`config.mk`:
```
export PLATFORM = sky130hd
export DESIGN_NAME = tslot_rx_pingpong
export DESIGN_NICKNAME = d
export VERILOG_FILES = /design/src/rtl/tsrx_pkg.sv /design/src/rtl/tsrx_deser.sv /design/src/rtl/tsrx_pool_ctrl.sv /design/src/rtl/tsrx_pool_mem.sv /design/src/rtl/tslot_rx_pingpong.sv
export SDC_FILE = /design/constraint.sdc
export NUM_CORES = 1
export LEC_CHECK = 0
export ABC_CLOCK_PERIOD_IN_PS = 3700
export BUFFER_PORTS_ARGS = -buffer_cell sky130_fd_sc_hd__buf_4
export CORE_UTILIZATION = 32
export DETAILED_ROUTE_END_ITERATION = 12
export PLACE_DENSITY = 0.43
export RECOVER_POWER = 50
export SLEW_MARGIN = 20
export SYNTH_ARGS = -nofsm -noshare
export SYNTH_HDL_FRONTEND = slang
export SYNTH_SLANG_ARGS = --single-unit
```
`constraint.sdc`:
```
create_clock -name clk -period 3.7 [get_ports clk]
set_input_delay 0.37 -clock clk [delete_from_list [all_inputs] [get_ports clk]]
set_output_delay 0.37 -clock clk [all_outputs]
set_load 0.05 [all_outputs]
```
`src/rtl/tsrx_pkg.sv`:
```
// Shared sizing constants for the time-slot receiver.
// Assumes the pool depth is a power of two.
package tsrx_pkg;
    parameter int TSRX_BYTE_W = 8;
    parameter int TSRX_DEPTH  = 32;
endpackage

```
`src/rtl/tsrx_deser.sv`:
```
// Slot-aligned deserializer: samples ser_in while the slot is open and the
// receiver is armed, restarting byte assembly at every slot start.
// Assumes slot_en is synchronous to clk. Emits a one-cycle byte strobe.
module tsrx_deser #(
    parameter int BYTE_W = tsrx_pkg::TSRX_BYTE_W
) (
    input  logic              clk,
    input  logic              rst_n,
    input  logic              srst,
    input  logic              rx_active,
    input  logic              slot_en,
    input  logic              ser_in,
    output logic              byte_vld,
    output logic [BYTE_W-1:0] byte_data
);
    localparam int CNT_W = $clog2(BYTE_W);

    logic              slot_q;
    logic              cap_q;
    logic [CNT_W-1:0]  bit_cnt;
    logic [BYTE_W-1:0] shreg;
    logic              slot_start;
    logic              take;
    logic [CNT_W-1:0]  cnt_cur;
    logic [BYTE_W-1:0] sh_next;

    // Decode slot start and whether this bit is captured.
    always_comb begin
        slot_start = slot_en & ~slot_q;
        take       = slot_en & rx_active & (slot_start | cap_q);
        cnt_cur    = slot_start ? '0 : bit_cnt;
        sh_next    = {shreg[BYTE_W-2:0], ser_in};
    end

    // Track slot edges and whether capture is enabled for this slot.
    always_ff @(posedge clk) begin
        if (!rst_n || srst) begin
            slot_q <= 1'b0;
            cap_q  <= 1'b0;
        end else begin
            slot_q <= slot_en;
            if (!slot_en || !rx_active) cap_q <= 1'b0;
            else if (slot_start)        cap_q <= 1'b1;
        end
    end

    // Shift bits MSB first and emit a byte every BYTE_W captured bits.
    always_ff @(posedge clk) begin
        if (!rst_n || srst) begin
            bit_cnt   <= '0;
            shreg     <= '0;
            byte_vld  <= 1'b0;
            byte_data <= '0;
        end else begin
            byte_vld <= 1'b0;
            if (take) begin
                shreg <= sh_next;
                if (cnt_cur == CNT_W'(BYTE_W - 1)) begin
                    bit_cnt   <= '0;
                    byte_vld  <= 1'b1;
                    byte_data <= sh_next;
                end else begin
                    bit_cnt <= cnt_cur + 1'b1;
                end
            end
        end
    end

    AST_BYTE_IN_SLOT: assert property (@(posedge clk) disable iff (!rst_n)
        byte_vld |-> $past(slot_en && rx_active));
    AST_SLOT_REALIGN: assert property (@(posedge clk) disable iff (!rst_n)
        (slot_start && rx_active && !srst) |=> (bit_cnt == CNT_W'(1)));
endmodule

```
`src/rtl/tsrx_pool_ctrl.sv`:
```
// Pool controller: owns the armed flag, the fill pointer, the swap decision
// and the status bits. Assumes one byte strobe per cycle at most.
module tsrx_pool_ctrl #(
    parameter int DEPTH = tsrx_pkg::TSRX_DEPTH
) (
    input  logic                     clk,
    input  logic                     rst_n,
    input  logic                     srst,
    input  logic                     start,
    input  logic                     ack,
    input  logic                     byte_vld,
    output logic                     rx_active,
    output logic                     pool_full,
    output logic                     overflow,
    output logic                     fill_sel,
    output logic                     wr_en,
    output logic [$clog2(DEPTH)-1:0] wr_idx
);
    localparam int IDX_W = $clog2(DEPTH);

    logic [IDX_W-1:0] fill_cnt;
    logic             fill_full;
    logic             last_wr;
    logic             full_now;
    logic             ack_eff;
    logic             swap;

    // Decide write, completion and swap for this cycle.
    always_comb begin
        wr_en    = byte_vld & ~fill_full;
        wr_idx   = fill_cnt;
        last_wr  = wr_en & (fill_cnt == IDX_W'(DEPTH - 1));
        full_now = fill_full | last_wr;
        ack_eff  = ack & pool_full;
        swap     = full_now & (~pool_full | ack_eff);
    end

    // Update armed flag, fill pointer, pool ownership and status.
    always_ff @(posedge clk) begin
        if (!rst_n || srst) begin
            rx_active <= 1'b0;
            pool_full <= 1'b0;
            overflow  <= 1'b0;
            fill_sel  <= 1'b0;
            fill_cnt  <= '0;
            fill_full <= 1'b0;
        end else begin
            if (start) rx_active <= 1'b1;
            if (byte_vld && fill_full) overflow <= 1'b1;
            if (swap) begin
                fill_sel  <= ~fill_sel;
                fill_cnt  <= '0;
                fill_full <= 1'b0;
                pool_full <= 1'b1;
            end else begin
                if (wr_en)   fill_cnt  <= fill_cnt + 1'b1;
                if (last_wr) fill_full <= 1'b1;
                if (ack_eff) pool_full <= 1'b0;
            end
        end
    end

    AST_FULL_HOLDS: assert property (@(posedge clk) disable iff (!rst_n)
        (pool_full && !ack && !srst) |=> pool_full);
    AST_OVF_STICKY: assert property (@(posedge clk) disable iff (!rst_n)
        (overflow && !srst) |=> overflow);
    AST_OVF_CAUSE: assert property (@(posedge clk) disable iff (!rst_n)
        $rose(overflow) |-> $past(byte_vld && fill_full));
    AST_SWAP_HANDS_OVER: assert property (@(posedge clk) disable iff (!rst_n)
        ((fill_sel != $past(fill_sel)) && !$past(srst)) |-> pool_full);
    AST_IDLE_ACK: assert property (@(posedge clk) disable iff (!rst_n)
        (!pool_full && !fill_full && !byte_vld && !srst) |=> (!pool_full && !overflow == !$past(overflow)));
    AST_RESET_CMD: assert property (@(posedge clk) disable iff (!rst_n)
        srst |=> (!rx_active && !pool_full && !overflow));
endmodule

```
`src/rtl/tsrx_pool_mem.sv`:
```
// Two byte pools. Writes go to the pool chosen by the controller; reads
// come combinationally from the other pool. No reset on storage.
module tsrx_pool_mem #(
    parameter int BYTE_W = tsrx_pkg::TSRX_BYTE_W,
    parameter int DEPTH  = tsrx_pkg::TSRX_DEPTH
) (
    input  logic                     clk,
    input  logic                     wr_en,
    input  logic                     wr_half,
    input  logic [$clog2(DEPTH)-1:0] wr_idx,
    input  logic [BYTE_W-1:0]        wr_data,
    input  logic                     rd_half,
    input  logic [$clog2(DEPTH)-1:0] rd_idx,
    output logic [BYTE_W-1:0]        rd_data
);
    localparam int HALVES = 2;

    logic [BYTE_W-1:0] pool_rd [HALVES];

    for (genvar h = 0; h < HALVES; h++) begin : g_half
        logic [BYTE_W-1:0] mem [DEPTH];

        // Store a byte into this pool when it is the write target.
        always_ff @(posedge clk) begin
            if (wr_en && (wr_half == 1'(h))) mem[wr_idx] <= wr_data;
        end

        assign pool_rd[h] = mem[rd_idx];
    end

    // Select the pool that software owns.
    always_comb rd_data = pool_rd[rd_half];
endmodule

```
`src/rtl/tslot_rx_pingpong.sv`:
```
// Top of the time-slot receiver: deserializer, pool controller and the
// two-pool store. Assumes every input is synchronous to clk.
module tslot_rx_pingpong #(
    parameter int BYTE_W = tsrx_pkg::TSRX_BYTE_W,
    parameter int DEPTH  = tsrx_pkg::TSRX_DEPTH
) (
    input  logic                     clk,
    input  logic                     rst_n,
    input  logic                     ser_in,
    input  logic                     slot_en,
    input  logic                     cmd_start,
    input  logic                     cmd_ack,
    input  logic                     cmd_reset,
    input  logic [$clog2(DEPTH)-1:0] rd_idx,
    output logic [BYTE_W-1:0]        rd_data,
    output logic                     rx_active,
    output logic                     pool_full,
    output logic                     overflow
);
    localparam int IDX_W = $clog2(DEPTH);

    logic              byte_vld;
    logic [BYTE_W-1:0] byte_data;
    logic              fill_sel;
    logic              wr_en;
    logic [IDX_W-1:0]  wr_idx;
    logic [BYTE_W-1:0] mem_rd;

    tsrx_deser #(.BYTE_W(BYTE_W)) u_deser (
        .clk(clk), .rst_n(rst_n), .srst(cmd_reset), .rx_active(rx_active),
        .slot_en(slot_en), .ser_in(ser_in),
        .byte_vld(byte_vld), .byte_data(byte_data)
    );

    tsrx_pool_ctrl #(.DEPTH(DEPTH)) u_ctrl (
        .clk(clk), .rst_n(rst_n), .srst(cmd_reset), .start(cmd_start),
        .ack(cmd_ack), .byte_vld(byte_vld), .rx_active(rx_active),
        .pool_full(pool_full), .overflow(overflow), .fill_sel(fill_sel),
        .wr_en(wr_en), .wr_idx(wr_idx)
    );

    tsrx_pool_mem #(.BYTE_W(BYTE_W), .DEPTH(DEPTH)) u_mem (
        .clk(clk), .wr_en(wr_en), .wr_half(fill_sel), .wr_idx(wr_idx),
        .wr_data(byte_data), .rd_half(~fill_sel), .rd_idx(rd_idx),
        .rd_data(mem_rd)
    );

    // Present stored bytes only while a pool is held for software.
    always_comb rd_data = pool_full ? mem_rd : '0;

    AST_RESET_IDLE: assert property (@(posedge clk)
        $past(!rst_n) |-> (!rx_active && !pool_full && !overflow));
    AST_NO_READ_WHEN_EMPTY: assert property (@(posedge clk) disable iff (!rst_n)
        !pool_full |-> (rd_data == '0));
endmodule

```
; Word level (Yosys, flattened, before mapping)
; Memories as Yosys holds them, arrays and structs flattened.
; Cells that the tools add are included.
[word_totals]
regBits = 31
input_bits = 12
mem_bits_rw = 512
memories = 2
output_inout_bits = 11
[memory_table]
columns = memory, words, word_bits, rd, rd_ports_with_merged_regs, wr, line_no
row1 = u_mem.g_half[0].mem, 32, 8, 1, 0, 1, tsrx_pool_mem.sv:21  ; logic [BYTE_W-1:0] mem [DEPTH];
row2 = u_mem.g_half[1].mem, 32, 8, 1, 0, 1, tsrx_pool_mem.sv:21
[classes]
order_cmp = 1
mux = 13
n_eq_ne = 2
n_bitwise = 16
add_sub_neg = 2
n_reduce_logical = 13
[ops]
columns = cell, count
row1 = 8-bit two-way mux, 4
row2 = 1-bit AND, 7
row3 = 1-bit two-way mux, 7
row4 = 3-bit two-way mux, 2
row5 = 2-bit OR reduction, 3
row6 = 5-bit by 1-bit adder with 5-bit output (second input constant), 1
row7 = 5-bit == test (second input constant), 1
row8 = 1-bit inverter, 5
row9 = 3-bit by 1-bit adder with 3-bit output (second input constant), 1
row10 = 3-bit == test (second input constant), 1
row11 = 1-bit logical AND, 3
row12 = 1-bit logical NOT, 3
row13 = 1-bit bitwise OR, 3
row14 = 2-bit greater-or-equal comparator (second input constant), 1
row15 = 1-bit logical OR, 2
row16 = 1-bit inverter with 2-bit output, 1
row17 = 2-bit AND reduction, 1
row18 = 2-bit nonzero test, 1

; Longest topological paths before layout
; Gate-level depths: netlist of run 1.
[logic_depth]
depth_word = 6
depth_mapped = 9
depth_no_buf = 8

; Modules after synthesis
; Synthesis of run 1 repeated with hierarchy kept, for this count alone.
[unflattened]
hier_cells = 1068
area_unflattened_um2 = 21262.9
[modules_own_cells]
columns = module, seq_area_each_um2, n_inst, cells_per_inst, area_per_inst_um2
row1 = tsrx_pool_mem, 15374.7, 1, 916, 19879.1
row2 = tsrx_deser, 420.4, 1, 100, 908.4
row3 = tsrx_pool_ctrl, 200.2, 1, 43, 421.7
row4 = tslot_rx_pingpong, 0.0, 1, 9, 53.8

; Worst setup path after synthesis of run 1
; OpenSTA, ideal clock, no wires.
[synth_path]
kind = input port to output port
start = in rd_idx[1]
end = out rd_data[6]
required_ps = 3330
path_stages = 7
arrival_time_ps = 2594
n_path_buf = 4
setup_slack_ps = 736
cell_sequence = buf_2 -> buf_4 -> buf_4 -> buf_2 -> mux4_2 -> a211oi_1 -> o31ai_1
[synth_via]
elab_chain_cells = 5
[synth_lines]
columns = item, line_no
row1 = from (decl), tslot_rx_pingpong.sv:14  ; input logic [$clog2(DEPTH)-1:0] rd_idx,
row2 = memory 32 x 8 bit, n/a
row3 = 8-bit two-way mux (implied by the code) * (3 in series), tsrx_pool_mem.sv:32  ; always_comb rd_data = pool_rd[rd_half];
row4 = 8-bit two-way mux *, tslot_rx_pingpong.sv:49  ; always_comb rd_data = pool_full ? mem_rd : '0;
row5 = to (decl), tslot_rx_pingpong.sv:15  ; output logic [BYTE_W-1:0] rd_data,
; Mark *: on every way between the ends. The rest lies on a longest branch, timed or not. The select of a mux whose other input is x is not followed.

; Worst setup path in the final report of run 1
[layout_path]
start = mem u_mem.g_half[0].mem[7][0] (netlist name)
end = out rd_data[0]
[layout_via]
elab_chain_cells = 5
[layout_lines]
columns = item, line_no
row1 = from (decl), tsrx_pool_mem.sv:21
row2 = memory 32 x 8 bit, n/a
row3 = 8-bit two-way mux (implied by the code) (3 in series), tsrx_pool_mem.sv:32
row4 = 8-bit two-way mux, tslot_rx_pingpong.sv:49
; No other way between the ends. The select of a mux whose other input is x is not followed.

==> results of run 1 <==
## worst max-delay path, cell delays in order (launching register included)
cell      delay (ns)
edfxtp_1        0.37
mux4_2          0.51
mux2i_1         0.34
a21oi_1         0.13
o221ai_1        0.42
o21ai_1         0.21
buf_4           0.24
## final timing paths
check	start	endpoint	cells after the start
max	u_mem.g_half[0].mem[7][0]$_DFFE_PP_	rd_data[0]	6
min	cmd_ack	u_ctrl.pool_full$_SDFFE_PP0P_	3
max reg2reg	u_deser.byte_data[1]$_SDFFE_PP0P_	u_mem.g_half[1].mem[20][1]$_DFFE_PP_	1
min reg2reg	u_ctrl.overflow$_SDFFE_PP0P_	u_ctrl.overflow$_SDFFE_PP0P_	2
## per-stage QoR
stage               instances  instance area [um2]  utilization (%)  power, W  hold WS (ns)
finish                   2097                24700             38.1    0.0123        0.0493
global route             2096                24700             38.1    0.0127        0.0627
CTS                      2096                24800             38.2    0.0125       0.00970
detailed placement       1989                23000             35.5   0.00704         0.464
global placement         1989                23000             35.5   0.00705         0.455
floorplan                1056                21200                -   0.00694         0.446
## cells by family (layout without fill, tap and decap cells)
| group | after synthesis | in the layout | synth area share (%) |
|---|---|---|---|
| other | 0 | 1 | 0 |
| and+or+nand+nor | 176 | 176 | 3.64 |
| xor gates and xnor gates | 3 | 3 | 0.124 |
| muxes | 185 | 185 | 16.1 |
| AOI/OAI and AO/OA | 77 | 77 | 2.56 |
| buffers and inverters | 65 | 250 | 1.65 |
| adders and majority gates | 7 | 7 | 0.413 |
| DFF | 543 | 543 | 75.5 |
## sequential cells by signal, indices dropped and copies added (netlist names)
register	count
u_ctrl.overflow	1
u_mem.g_half.mem	512
u_deser.slot_q	1
u_ctrl.pool_full	1
u_deser.byte_vld	1
u_ctrl.fill_sel	1
u_deser.byte_data	8
u_ctrl.wr_idx	5
u_deser.cap_q	1
u_deser.bit_cnt	3
u_deser.shreg	7
u_ctrl.fill_full	1
u_ctrl.rx_active	1
## final cells by class
class / count / area [um2] / area share (%)
antenna: 1 / 2.50 / 0.0101
clock buffer: 71 / 1480 / 5.98
clock inverter: 33 / 253 / 1.02
inverter: 6 / 22.5 / 0.0911
multi-input combinational: 448 / 4840 / 19.6
sequential: 543 / 16000 / 64.7
tap: 855 / 1070 / 4.33
timing repair buffer: 140 / 1050 / 4.27
## metal layers
layer  global-route usage, %  vias up
li1                        -     4599
met1                    24.0     5644
met2                    25.9      225
met3                    2.67       83
met4                    5.20        0
met5                       0        -
## power breakdown
| group | leakage [nW] | internal [W] | switching [W] |
|---|---|---|---|
| clock network | 0.836 | 0.00309 | 0.00231 |
| registers | 3.82 | 0.00662 | 0.000000797 |
| logic | 2.10 | 0.000116 | 0.000175 |
## placed cells by master, fill, tap and decap left out, drive strengths merged, types with 3 or more instances in the layout
cell type / count
nor2: 103
a31o: 3
a31oi: 3
a211oi: 4
mux4: 124
nand2b: 8
o22ai: 9
dfxtp: 31
nand2: 26
a21oi: 12
bufinv: 4
clkinv: 26
nand3b: 3
and2: 5
edfxtp: 512
o21ai: 11
nor2b: 9
ha: 7
mux2: 10
nor3: 6
inv: 7
buf: 118
nand3: 7
a22oi: 4
clkbuf: 90
mux2i: 51
o221ai: 3
dlygate4sd3: 3
a221oi: 13
==> impl_metrics.tcl, run 1 <==
set metrics [dict create \
    io_buffers 22 \
    yosys.area.top_type "edfxtp_1" \
    first_global_vias 10900 \
    cts_inserted_buffers 57 \
    synth_flop_cell "edfxtp_1" \
    fillCellCount 5983 \
    wl_per_cell_um 26.2 \
    wl_met2_um 25500 \
    crit_required_ns 3.33 \
    wl_met1_um 25500 \
    synth_area_leaders "edfxtp_1, mux4_2, dfxtp_1, mux2i_1, nor2_1" \
    synth_top_area_share_pct 72.6 \
    grt_max_degree 54 \
    period_needed_ns 3.20 \
    slew_headroom_pct -53.5 \
    worst_pin_slew_ns 2.30 \
    worstSetupPathType "reg -> out" \
    clk_path_buf_depth 3 \
    routed_wl_um 55000 \
    htreeDepth 2 \
    start_util_pct 32.6 \
    dieArea_um2 67200 \
    grt_usage_pct 16.7 \
    power_density_nw_per_um2 498 \
    hpwl_um 35400 \
    place_congestion 0.763 \
    postCtsSetupRepairBufs 0 \
    vias 10600 \
    core_area_um2 64900 \
    setup_ws_ns 0.496 \
    drcViolationCount 0 \
    max_freq_mhz 312 \
    hold_path.class "in -> reg" \
    startpoint_type "flip-flop" \
    path_max_fanout 1 \
    crit_path_end_kind "output pin" \
    syn_area_per_cell_um2 20.1 \
    grt_overflow 0 \
    clock_sinks 543 \
    drv_cap 8 \
    cts_root_buf "clkbuf_16" \
    drive_gt1_share_pct 26.4 \
    ys_ff_latch 543 \
    yosysUniqueCellTypes 47 \
    slew_violations 373 \
    first_pass_iters 5 \
    top_layer_used "met4" \
    nets 1215 \
    antenna_found_initial 1 \
    viasPerCell 5.03 \
    grt_first_pass_wirelength_um 79900 \
    post_cts_resized 0 \
    clock_skew_ns 0.0225 \
    cts_tree "yes" \
    fp.dieW_um 259 \
    synth.top_cells.by_count "edfxtp_1, mux4_2, nor2_1" \
    rsz0062_at_grt "no" \
    p_leak_nw 6.76 \
    reg2reg_slack_ns 0.69 \
    setup_viol 0 \
    vdd_drop_max_v 0.000350 \
    clk_latency_ns 0.61 \
    yosysWarnings 0 \
    tns_ns 0 \
    violations "capacitance limit, slew limit" \
    synth_seq_area_share_pct 75.5 \
    hold_buffers 3 \
    synthesis.area_um2 21200 \
    hold_viol 0 \
    async_flop_share_pct 0 \
    num_rows 93 \
    outcome "finished, violations left" \
    ioPinCount 23 \
    drtIter0Drc 769 \
    syn_nets 1075 \
    synth-edff-count 512 \
    die_h_um 259 \
    clk_pin_slew_ns 0.06 \
    antenna_left 0 \
    crit_arrival_ns 2.83 \
    area_growth_pct 16.7 \
    fin_crit_sh_pct 86.6 \
    yosysMostFrequentCell "edfxtp_1" \
    wl_met3_um 2560 \
    syn_inst 1056 \
    dpl_worst_slack_ns 0.424 \
]
(Power assumes the default switching activity.)
==> inputs of run 2 (changes only) <==
--- a/config.mk
+++ b/config.mk
@@ -7,9 +7,10 @@
 export LEC_CHECK = 0
 export ABC_CLOCK_PERIOD_IN_PS = 3700
 export BUFFER_PORTS_ARGS = -buffer_cell sky130_fd_sc_hd__buf_4
-export CORE_UTILIZATION = 32
+export CORE_UTILIZATION = 65
 export DETAILED_ROUTE_END_ITERATION = 12
-export PLACE_DENSITY = 0.43
+export HOLD_SLACK_MARGIN = 0.05
+export PLACE_DENSITY = 0.79
 export RECOVER_POWER = 50
 export SLEW_MARGIN = 20
 export SYNTH_ARGS = -nofsm -noshare
==> run 2 against run 1 <==
The flow still finishes with violations (capacitance limit, slew limit). Combinational power down 7%. Non-clock buffer count fell by 58. Worst setup slack better by 0.067 ns. First-iteration DRC count grew 88%. Register-to-register slack barely moved. Critical path depth is 2 higher. Global-route usage increased by 13 points. Cell count down 23%. Fmax is 2.1% higher. Clock-buffer cell count shrank 2. Clock power is 7.6% lower. Clock skew decreased by 0.0037 ns. Largest cell class unchanged.
==> impl_metrics.tcl, run 2 (synthesis gave the netlist of run 1 again) <==
set metrics [dict create \
    drive_gt1_share_pct 23.5 \
    htreeDepth 2 \
    ioPinCount 23 \
    drtIter0Drc 1443 \
    reg_top3 "u_mem.g_half.mem x512, u_deser.byte_data x8, u_deser.shreg x7" \
    path_max_fanout 26 \
    hpwl_um 27500 \
    power_density_nw_per_um2 502 \
    hold_path.class "in -> reg" \
    clk_path_buf_depth 3 \
    core_area_um2 31800 \
    startpoint_type "primary input" \
    cts_root_buf "clkbuf_16" \
    final-seq-area_um2 16000 \
    antenna_found_initial 1 \
    vias 10900 \
    first_pass_iters 5 \
    start_util_pct 66.6 \
    final_common_cell "edfxtp_1" \
    rr_endpoint "u_mem.g_half[1].mem[17][6]$_DFFE_PP_" \
    setup_viol 0 \
    period_needed_ns 3.14 \
    rsz0062_at_grt "no" \
    hold_viol 0 \
    place_congestion 0.865 \
    dpl_cell_area_um2 22100 \
    cts_tree "yes" \
    crit_arrival_ns 2.77 \
    drv_cap 8 \
    holdWs_ns 0.0707 \
    r2r_start "u_deser.byte_data[6]$_SDFFE_PP0P_" \
    diodes 0 \
    grt_overflow 0 \
    die_h_um 183 \
    worst_pin_slew_ns 2.43 \
    clock_sinks 543 \
    p_leak_nw 6.42 \
    crit_path_end_kind "output pin" \
    nets 1150 \
    cts_inserted_buffers 50 \
    viasPerCell 6.78 \
    clk_latency_ns 0.56 \
    fp.dieW_um 183 \
    hp-start "ser_in" \
    largest_reg_flops 512 \
    io_buffers 22 \
    clock_skew_ns 0.0188 \
    fin_crit_sh_pct 84.8 \
    vdd_drop_max_v 0.000374 \
    min_to "u_deser.shreg[0]$_SDFFE_PP0P_" \
    design_area_um2 23700 \
    first_global_vias 10900 \
    grt_first_pass_wirelength_um 70200 \
    violations "capacitance limit, slew limit" \
    grt_usage_pct 29.4 \
    regMostFlops "u_mem.g_half.mem" \
    crit_required_ns 3.33 \
    multi_input_area_um2 4840 \
    tns_ns 0 \
    worstHoldPathCells 3 \
    outcome "finished, violations left" \
    reg2reg_slack_ns 0.68 \
    num_rows 65 \
    wl_per_cell_um 29.3 \
    dieArea_um2 33300 \
    post_cts_resized 0 \
    clk_pin_slew_ns 0.05 \
    drcViolationCount 0 \
    fillCellCount 1731 \
    max_freq_mhz 319 \
    slew_headroom_pct -61.9 \
    rr_worst_depth 1 \
    final_cell_mix "edfxtp_1, mux4_2, nor2_1" \
    grt_max_degree 66 \
    worstSetupPathType "in -> out" \
    slew_violations 474 \
    routed_wl_um 47100 \
    area_growth_pct 11.7 \
    antenna_left 0 \
]
-- run 2: worst max path at each step --
stage	startpoint	endpoint	slack (ns)
CTS	rd_idx[0]	rd_data[5]	0.57
global route	rd_idx[0]	rd_data[5]	0.48
floorplan	rd_idx[1]	rd_data[6]	0.74
detailed placement	rd_idx[0]	rd_data[5]	0.64
finish	rd_idx[0]	rd_data[5]	0.56
global placement	rd_idx[0]	rd_data[0]	0.67
-- run 2: power breakdown --
group          total [W]  internal (W)  switching, W
registers        0.00662       0.00661   0.000000660
logic           0.000272      0.000111      0.000161
clock network    0.00499       0.00285       0.00214
total             0.0119       0.00957       0.00231
-- run 2: layer usage --
layer	vias to the layer above	global-route usage, %	part of all wire, %
li1	4469	-	-
met1	5564	40.7	37
met2	750	46.7	49
met3	118	6.37	11
met4	0	10.9	3.6
met5	-	0	0
-- run 2: area by class of cell --
cell class / count / share of cell area (%)
flip-flops and latches: 543 / 67.6
multi-input cells: 448 / 20.5
clock buffers: 69 / 5.90
repair buffers: 82 / 2.83
well taps: 435 / 2.30
clock inverters: 24 / 0.804
inverters: 6 / 0.0952
-- run 2: what timing repair did --
item | in CTS | in global routing
setup endpoints to repair | 0 | 0
hold endpoints to repair | 2 | 0
buffers inserted | 0 | 0
hold buffers | 2 | 0
-- run 2: metrics by stage --
step | instances | worst slack [ns] | total power [W] | util [%]
after global placement | 1512 | 0.675 | 0.00701 | 69.5
after global routing | 1607 | 0.476 | 0.0121 | 74.4
final | 1607 | 0.563 | 0.0119 | 74.4
after CTS | 1607 | 0.568 | 0.0119 | 74.6
after floorplan | 1056 | 0.736 | 0.00694 | -
after detailed placement | 1512 | 0.638 | 0.00701 | 69.5
-- run 2: critical path, stage by stage --
cell and delay (ns):
buf_6 0.32, buf_12 0.28, mux4_2 0.27, nand2_1 0.07, a31o_1 0.29, a221oi_1 0.61, a22o_1 0.29, buf_4 0.22
